==> config.mk <==
export PLATFORM = sky130hd
export DESIGN_NAME = crcchk_top
export DESIGN_NICKNAME = d
export VERILOG_FILES = /design/src/rtl/crcchk_pkg.sv /design/src/rtl/crcchk_ctrl.sv /design/src/rtl/crcchk_datapath.sv /design/src/rtl/crcchk_top.sv
export SDC_FILE = /design/constraint.sdc
export NUM_CORES = 1
export LEC_CHECK = 0
export BUFFER_PORTS_ARGS = -buffer_cell sky130_fd_sc_hd__buf_2
export CORE_MARGIN = 2
export CORE_UTILIZATION = 60
export CTS_BUF_LIST = sky130_fd_sc_hd__clkbuf_4 sky130_fd_sc_hd__clkbuf_8 sky130_fd_sc_hd__clkbuf_16
export CTS_CLUSTER_DIAMETER = 60
export DETAILED_ROUTE_END_ITERATION = 8
export PLACE_DENSITY = 0.79
export SYNTH_ARGS = -nofsm -noshare
export SYNTH_HDL_FRONTEND = slang
export SYNTH_SLANG_ARGS = --single-unit
==> constraint.sdc <==
create_clock -name clk -period 6.4 [get_ports clk]
set_clock_uncertainty 0.05 [all_clocks]
set_input_delay 1.6 -clock clk [delete_from_list [all_inputs] [get_ports clk]]
set_output_delay 1.6 -clock clk [all_outputs]
set_load 0.02 [all_outputs]
==> src/rtl/crcchk_pkg.sv <==
package crcchk_pkg;

  localparam int CRC_W = 32;

  typedef enum logic [1:0] {
    MODE_X1021 = 2'd0,
    MODE_X8005 = 2'd1,
    MODE_X32   = 2'd2
  } crcMode_t;

  typedef struct packed {
    logic     preset;
    logic     advance;
    logic     finish;
    crcMode_t mode;
  } ctrlStrobes_t;

  function automatic crcMode_t decodeSel(input logic [1:0] sel);
    case (sel)
      2'd0:    return MODE_X1021;
      2'd1:    return MODE_X8005;
      default: return MODE_X32;
    endcase
  endfunction

  // Reflected generator polynomials
  function automatic logic [CRC_W-1:0] modePoly(input crcMode_t m);
    case (m)
      MODE_X1021: return 32'h0000_8408;
      MODE_X8005: return 32'h0000_A001;
      default:    return 32'hEDB8_8320;
    endcase
  endfunction

  function automatic logic [CRC_W-1:0] modePreset(input crcMode_t m);
    case (m)
      MODE_X1021: return 32'h0000_FFFF;
      MODE_X8005: return 32'h0000_0000;
      default:    return 32'hFFFF_FFFF;
    endcase
  endfunction

  // Register content left by an intact frame
  function automatic logic [CRC_W-1:0] modeResidue(input crcMode_t m);
    case (m)
      MODE_X1021: return 32'h0000_F0B8;
      MODE_X8005: return 32'h0000_0000;
      default:    return 32'hDEBB_20E3;
    endcase
  endfunction

endpackage

==> src/rtl/crcchk_ctrl.sv <==
module crcchk_ctrl
  import crcchk_pkg::*;
(
  input  logic         clk,
  input  logic         rstN,
  input  logic         frameStart,
  input  logic         frameEnd,
  input  logic         byteValid,
  input  logic [1:0]   crcSel,
  input  logic         crcMatch,
  output ctrlStrobes_t strobes,
  output logic         checkDone,
  output logic         crcErr
);

  crcMode_t heldMode;

  // Mode is captured at the opening flag and held for the frame
  always_ff @(posedge clk) begin
    if (!rstN) begin
      heldMode <= MODE_X1021;
    end else if (frameStart) begin
      heldMode <= decodeSel(crcSel);
    end
  end

  always_comb begin
    strobes.preset  = frameStart;
    strobes.advance = byteValid;
    strobes.finish  = frameEnd;
    strobes.mode    = frameStart ? decodeSel(crcSel) : heldMode;
  end

  always_ff @(posedge clk) begin
    if (!rstN) begin
      checkDone <= 1'b0;
      crcErr    <= 1'b0;
    end else begin
      checkDone <= strobes.finish;
      if (strobes.finish) begin
        crcErr <= !crcMatch;
      end else if (strobes.preset) begin
        crcErr <= 1'b0;
      end
    end
  end

  // a closing flag yields a done pulse on the next cycle
  p_done_after_end_r5: assert property (@(posedge clk) disable iff (!rstN)
    frameEnd |=> checkDone);

  // no done pulse without a closing flag
  p_no_spurious_done_r5: assert property (@(posedge clk) disable iff (!rstN)
    !frameEnd |=> !checkDone);

  // error bit only moves at frame boundaries
  p_err_hold_r6: assert property (@(posedge clk) disable iff (!rstN)
    (!frameStart && !frameEnd) |=> $stable(crcErr));

  // a new frame clears the error bit
  p_err_clear_r6: assert property (@(posedge clk) disable iff (!rstN)
    (frameStart && !frameEnd) |=> !crcErr);

  // the latched mode does not move inside a frame
  p_mode_held_r7: assert property (@(posedge clk) disable iff (!rstN)
    !frameStart |=> $stable(heldMode));

endmodule

==> src/rtl/crcchk_datapath.sv <==
module crcchk_datapath
  import crcchk_pkg::*;
#(
  parameter int DATA_W = 8
) (
  input  logic              clk,
  input  logic              rstN,
  input  ctrlStrobes_t      strobes,
  input  logic [DATA_W-1:0] byteData,
  output logic              crcMatch,
  output logic [DATA_W-1:0] fwdData,
  output logic              fwdValid
);

  logic [CRC_W-1:0] crcReg;
  logic [CRC_W-1:0] baseVal;
  logic [CRC_W-1:0] stepped;
  logic [CRC_W-1:0] nextCrc;
  logic [CRC_W-1:0] poly;

  assign poly    = modePoly(strobes.mode);
  assign baseVal = strobes.preset ? modePreset(strobes.mode) : crcReg;

  // Bit-serial LSB-first division, unrolled over one byte
  always_comb begin
    logic fb;
    stepped = baseVal;
    for (int i = 0; i < DATA_W; i++) begin
      fb      = stepped[0] ^ byteData[i];
      stepped = {1'b0, stepped[CRC_W-1:1]} ^ (fb ? poly : '0);
    end
  end

  assign nextCrc  = strobes.advance ? stepped : baseVal;
  assign crcMatch = (nextCrc == modeResidue(strobes.mode));

  always_ff @(posedge clk) begin
    if (!rstN) begin
      crcReg <= '0;
    end else if (strobes.preset || strobes.advance) begin
      crcReg <= nextCrc;
    end
  end

  // Pass-through toward the receive buffer, check bytes included
  always_ff @(posedge clk) begin
    if (!rstN) begin
      fwdValid <= 1'b0;
      fwdData  <= '0;
    end else begin
      fwdValid <= strobes.advance;
      if (strobes.advance) begin
        fwdData <= byteData;
      end
    end
  end

  // each accepted byte is forwarded unchanged one cycle later
  p_forward_r8: assert property (@(posedge clk) disable iff (!rstN)
    strobes.advance |=> (fwdValid && fwdData == $past(byteData)));

  // no forward without an input byte
  p_no_forward_r8: assert property (@(posedge clk) disable iff (!rstN)
    !strobes.advance |=> !fwdValid);

  // a 16-bit code never leaves bits in the upper half
  p_upper_clear_r3: assert property (@(posedge clk) disable iff (!rstN)
    (!strobes.preset && strobes.mode != MODE_X32) |-> (crcReg[CRC_W-1:16] == '0));

endmodule

==> src/rtl/crcchk_top.sv <==
module crcchk_top
  import crcchk_pkg::*;
#(
  parameter int DATA_W = 8
) (
  input  logic              clk,
  input  logic              rstN,
  input  logic [DATA_W-1:0] byteData,
  input  logic              byteValid,
  input  logic              frameStart,
  input  logic              frameEnd,
  input  logic [1:0]        crcSel,
  output logic [DATA_W-1:0] fwdData,
  output logic              fwdValid,
  output logic              checkDone,
  output logic              crcErr
);

  ctrlStrobes_t strobes;
  logic         crcMatch;

  crcchk_ctrl u_ctrl (
    .clk        (clk),
    .rstN       (rstN),
    .frameStart (frameStart),
    .frameEnd   (frameEnd),
    .byteValid  (byteValid),
    .crcSel     (crcSel),
    .crcMatch   (crcMatch),
    .strobes    (strobes),
    .checkDone  (checkDone),
    .crcErr     (crcErr)
  );

  crcchk_datapath #(.DATA_W(DATA_W)) u_datapath (
    .clk      (clk),
    .rstN     (rstN),
    .strobes  (strobes),
    .byteData (byteData),
    .crcMatch (crcMatch),
    .fwdData  (fwdData),
    .fwdValid (fwdValid)
  );

  // outputs quiet while in reset
  p_reset_quiet_r1: assert property (@(posedge clk)
    !rstN |=> (!checkDone && !crcErr && !fwdValid));

endmodule

== Word level (Yosys, flattened, before mapping) ==
Cells that the tools add are included.

* Bits of input ports: 15
* Flip-flop bits (word level): 45
* Output and inout bits: 11
* Word-level logic and storage cells: 47

* Reductions and logical operators: 5
* Equal/unequal tests: 3
* Bitwise logic cells: 16
* Multiplexer cells: 17

{| class="wikitable"
|+ Operators by type and width
! cell !! count
|-
| two-way mux 32 bit || 10
|-
| bitwise XOR 31 x 32 -> 32 bit || 8
|-
| case mux 32 bit (2 select lines) || 3
|-
| equality test 32 bit || 1
|-
| bitwise XOR 1 bit || 8
|-
| equality test 2 x 1 -> 1 bit, second input constant || 2
|-
| logical NOT 2 bit || 2
|-
| case mux 2 bit (2 select lines) || 1
|-
| two-way mux 1 bit || 2
|-
| two-way mux 2 bit || 1
|-
| nonzero test 2 bit || 1
|-
| logical NOT 1 bit || 1
|-
| logical OR 1 bit || 1
|}

== Depth between registers and ports, before layout ==
* Word-level depth: 34
* Depth in mapped cells: 16

== Cells and area by module ==
Synthesis repeated with hierarchy kept, for this count alone.

* Cells, all modules: 644
* Area total of the unflattened synthesis: 4,787.1 µm²

{| class="wikitable"
|+ Modules (own cells, without submodules)
! module !! area each (µm²) !! cells an instance !! times used !! seq. area each (µm²)
|-
| crcchk_datapath || 4,605.7 || 627 || 1 || 820.8
|-
| crcchk_ctrl || 181.4 || 17 || 1 || 80.1
|}

== Worst setup path after synthesis ==
OpenSTA, ideal clock, no wires.

* Path kind: in2reg
* Start: in byteData[0]
* End: reg u_ctrl.crcErr
* Path buffers: 1
* Arrival time: 4.867 ns
* Path slack: 1.339 ns
* Stages on the path: 14
* Cell sequence: buf_2 > and4bb_2 > a221oi_4 > a21boi_4 > xnor2_4 > xnor3_1 > nor2_4 > xor2_4 > xnor2_1 > o32ai_1 > nor2_1 > or3_1 > o31ai_1 > a41oi_1

* Cells in the longest elaborated chain, start to end: 28

{| class="wikitable"
|+ RTL lines
! item !! line !! source
|-
| from (decl) || crcchk_top.sv:8 || <nowiki>input logic [DATA_W-1:0] byteData,</nowiki>
|-
| bitwise XOR 1 bit * || crcchk_datapath.sv:29 || <nowiki>fb = stepped[0] ^ byteData[i];</nowiki>
|-
| two-way mux 32 bit * || crcchk_datapath.sv:30 || <nowiki>stepped = {1'b0, stepped[CRC_W-1:1]} ^ (fb ? poly : '0);</nowiki>
|-
| bitwise XOR 31 x 32 -> 32 bit * || crcchk_datapath.sv:30 ||
|-
| bitwise XOR 1 bit || crcchk_datapath.sv:29 ||
|-
| two-way mux 32 bit || crcchk_datapath.sv:30 ||
|-
| bitwise XOR 31 x 32 -> 32 bit * || crcchk_datapath.sv:30 ||
|-
| bitwise XOR 1 bit || crcchk_datapath.sv:29 ||
|-
| two-way mux 32 bit || crcchk_datapath.sv:30 ||
|-
| (+12 left out) || - ||
|-
| bitwise XOR 31 x 32 -> 32 bit * || crcchk_datapath.sv:30 ||
|-
| bitwise XOR 1 bit || crcchk_datapath.sv:29 ||
|-
| two-way mux 32 bit || crcchk_datapath.sv:30 ||
|-
| bitwise XOR 31 x 32 -> 32 bit * || crcchk_datapath.sv:30 ||
|-
| two-way mux 32 bit * || crcchk_datapath.sv:34 || <nowiki>assign nextCrc = strobes.advance ? stepped : baseVal;</nowiki>
|-
| equality test 32 bit * || crcchk_datapath.sv:35 || <nowiki>assign crcMatch = (nextCrc == modeResidue(strobes.mode));</nowiki>
|-
| logical NOT 1 bit * || crcchk_ctrl.sv:41 || <nowiki>crcErr <= !crcMatch;</nowiki>
|-
| two-way mux 1 bit * || crcchk_ctrl.sv:40 || <nowiki>if (strobes.finish) begin</nowiki>
|-
| to (signal assigned) || crcchk_ctrl.sv:41 ||
|-
| to (decl) || crcchk_ctrl.sv:13 || <nowiki>output logic crcErr</nowiki>
|}

Mark *: on every way between the ends. The rest lies on a longest branch, timed or not.
A chain may end at the register's enable or synchronous reset.

== Final worst setup path ==
* Start: in frameStart
* End: reg u_ctrl.crcErr

* Cells in the longest elaborated chain, start to end: 32

{| class="wikitable"
|+ RTL lines
! item !! line !! source
|-
| from (decl) || crcchk_top.sv:10 || <nowiki>input logic frameStart,</nowiki>
|-
| two-way mux 2 bit || crcchk_ctrl.sv:31 || <nowiki>strobes.mode = frameStart ? decodeSel(crcSel) : heldMode;</nowiki>
|-
| equality test 2 x 1 -> 1 bit / logical NOT 2 bit (equally long branches) || crcchk_pkg.sv:28, crcchk_pkg.sv:36, crcchk_pkg.sv:45 ||
|-
| case mux 32 bit (2 select lines) || crcchk_pkg.sv:36 || <nowiki>case (m)</nowiki>
|-
| two-way mux 32 bit || crcchk_datapath.sv:22 || <nowiki>assign baseVal = strobes.preset ? modePreset(strobes.mode) : crcReg;</nowiki>
|-
| bitwise XOR 1 bit || crcchk_datapath.sv:29 ||
|-
| two-way mux 32 bit || crcchk_datapath.sv:30 ||
|-
| bitwise XOR 31 x 32 -> 32 bit || crcchk_datapath.sv:30 ||
|-
| bitwise XOR 1 bit || crcchk_datapath.sv:29 ||
|-
| (+16 left out) || - ||
|-
| bitwise XOR 31 x 32 -> 32 bit || crcchk_datapath.sv:30 ||
|-
| bitwise XOR 1 bit || crcchk_datapath.sv:29 ||
|-
| two-way mux 32 bit || crcchk_datapath.sv:30 ||
|-
| bitwise XOR 31 x 32 -> 32 bit || crcchk_datapath.sv:30 ||
|-
| two-way mux 32 bit || crcchk_datapath.sv:34 ||
|-
| equality test 32 bit || crcchk_datapath.sv:35 ||
|-
| logical NOT 1 bit || crcchk_ctrl.sv:41 ||
|-
| two-way mux 1 bit || crcchk_ctrl.sv:40 ||
|}

Parallel ways exist; a longest one is shown, timed or not.

==> out/metrics.cfg <==
[yosys]
synth_top_area_share_pct=21.7
yosysWarningCount=0
syn_inst=540
synth_top_area_cell=dfxtp_1
ys.flop_type=dfxtp_1
async_flop_share_pct=0
synth-seq-area-share_pct=21.7
avgSynthCellArea_um2=7.69
synth.area.top_cells=dfxtp_1, xnor2_1, nor2_1
yosysUniqueCellTypes=72
synth_edf_count=0
netlist_area_um2=4150
synth_nets=555
synth_most_common_cell=nor2_1
synth_common_cells=nor2_1, xnor2_1, a21oi_1, dfxtp_1, nand2_1
ys_ff_latch=45

[timing]
period_minus_slack_ns=5.57
setup_viol=0
hold_violations=0
worst_pin_slew_ns=1.08
fmax_mhz=180
drv_slew=0
timing.slew.headroom_pct=27.5
fin_tns_setup_ns=0
rsz0062_at_grt=no
period_share_pct=87.0

[die]
core_um2=6760
fp-row-count=30
ioPinCount=26
die_h_um=87.2
die_x_um=87.2
dieArea_um2=7600
start_util_pct=61.4

[routing]
dr.pass1.iters=6
drt_iter0_markers=420
routedWlPerCell_um=21.0
ant_nets=0
drc=0
viasPerCell=6.51
num_vias=4117
drt-total-wl_um=13300

[cts]
cts-root-buf=clkbuf_8
clkLatencyLatePin_ns=0.31
postCtsSetupBuffers=0
htreeDepth=2
clockBufferDepth=2
cts_tree=done
clkSinkCount=45
cts_resized=0
clkTransAtPathRegs_ns=0.09
cts_buffers=5
postCtsHoldBufs=0

[worst_setup_path]
max_stage_delay_ns=0.48
arrival_ns=5.70
path_buf_inv=1
worstPathMaxFanout=24
crit_slowest_cell=a221oi_4
cp_cell_sequence=buf_2 > and2b_1 > a221oi_4 > a21boi_4 > xnor2_4 > xnor3_1 > nor2_4 > xor2_4 > xnor2_1 > o32ai_1 > nor2_1 > or3_1 > o31ai_1 > a41oi_1
path_class=input port to flip-flop
critPathRequiredTime_ns=6.53
reg2reg_from=u_ctrl.heldMode[1]
cp-start-kind=input port
path_delay_family=compound AO/OA/AOI/OAI gates
critPathLaunch=frameStart
crit_path_end_kind=flip-flop

[hold_path]
hp-class=flip-flop to flip-flop
worstHoldStart=u_datapath.fwdData[4]

[power]
p_sw_share_pct=44.7
p_seq_share_pct=25.1
powerDensity_nw_per_um2=312
internal_power_uw=767
clkPwrFrac_pct=16.5
peakVddDrop_v=0.000157
p_sw_uw=619
p_leak_nw=1.77
comb_power_share_pct=58.3

[grt]
grt_pass1_wl_um=20400
grt_max_degree=45
overflow=0
antenna_found_initial=0
grt_pass1_vias=3638
grt_use_total_pct=35.7

[finish]
n_antenna_cell=0
fin_nets=566
drive_gt1_share_pct=14.9
syn2layout_area_growth_pct=7.14
fin_cells=632

[outcome]
status=finished, final reports clean

[placed_design]
io_buffer_count=25
dpl.hpwl_um=9850
dp.cells=624
place.gp.congestion=1.02

[flow_run]
maxCapViolCount=0

[kinds of logic after synthesis]
group,count (synthesis),share of synthesized area (%)
and+or+nand+nor,207,24.2
DFF,45,21.7
xor gates and xnor gates,104,25.1
buffers and inverters,43,4.67
muxes,18,4.67
AOI/OAI and AO/OA,123,19.7
[sequential cells by signal (all words and copies together) (netlist names)]
signal and cells:
u_ctrl.checkDone 1, u_ctrl.crcErr 1, u_ctrl.heldMode 2, u_datapath.crcReg 32
u_datapath.fwdData 8, u_datapath.fwdValid 1
[cell usage in the layout, fill, tap and decap left out, types with 3 or more instances in the layout]
| cell | count |
|---|---|
| xnor2_1 | 61 |
| nor4_1 | 3 |
| nor3b_2 | 3 |
| nand3_1 | 9 |
| dfxtp_1 | 45 |
| o21bai_1 | 4 |
| o31ai_1 | 4 |
| buf_4 | 18 |
| nand4_1 | 4 |
| o22ai_1 | 3 |
| a211oi_1 | 4 |
| nor2b_1 | 4 |
| o211ai_1 | 4 |
| nand2_1 | 33 |
| a21o_1 | 6 |
| a31oi_1 | 5 |
| nor3_1 | 15 |
| nor2_1 | 94 |
| and2_1 | 13 |
| clkbuf_8 | 5 |
| or2_2 | 5 |
| o21ai_0 | 24 |
| or3_1 | 6 |
| xor2_2 | 4 |
| xor2_1 | 32 |
| buf_2 | 25 |
| a21oi_1 | 45 |
| mux2i_1 | 16 |
[layout make-up]
class	instances	area, µm²
clock buffer	6	76.3
sequential	45	901
tap	80	100
fill	612	2310
clock inverter	2	38.8
inverter	4	15.0
multi-input combinational	452	3060
timing repair buffer	43	260
[power by group through the flow]
stage / sequential [mW] / clock [mW] / combinational (mW)
CTS: 0.346 / 0.227 / 0.786
global placement: 0.352 / 0 / 0.773
finish: 0.348 / 0.229 / 0.808
floorplan: 0.345 / 0 / 0.610
global route: 0.351 / 0.237 / 0.860
detailed placement: 0.353 / 0 / 0.777
[worst reg2reg max path: cells and delay by family (launching register included)]
| family | cells | cell delay (ns) |
|---|---|---|
| AO/OA/AOI/OAI | 5 | 1.56 |
| AND/OR/NAND/NOR | 4 | 0.96 |
| flip-flops | 1 | 0.50 |
| XOR/XNOR | 4 | 1.24 |
[metrics by stage]
stage	hold slack, ns	utilization [%]	area [µm²]	setup slack [ns]	power, mW
after floorplan	0.465	-	4150	1.34	0.955
after detailed placement	0.428	64.1	4330	0.568	1.13
after global placement	0.416	64.1	4330	0.801	1.12
after global routing	0.480	65.8	4450	0.606	1.45
after CTS	0.450	65.8	4450	0.875	1.36
final	0.447	65.8	4450	0.832	1.39
[final timing paths]
path                      endpoint  slack, ns  depth (start not counted)
max reg2reg          u_ctrl.crcErr       1.94                         13
max                  u_ctrl.crcErr       0.83                         14
min          u_datapath.fwdData[4]       0.45                          2
min reg2reg  u_datapath.fwdData[4]       0.45                          2
[layer usage]
metal | part of all wire (%) | track usage, % | wire length [µm] | vias to the layer above
li1 | - | - | - | 1868
met1 | 42 | 51.9 | 5580 | 1950
met2 | 44 | 52.9 | 5810 | 258
met3 | 10 | 6.16 | 1390 | 41
met4 | 3.6 | 13.0 | 471 | 0
met5 | 0 | 0 | 0 | -
No activity file was read; power rests on OpenSTA's default activity.
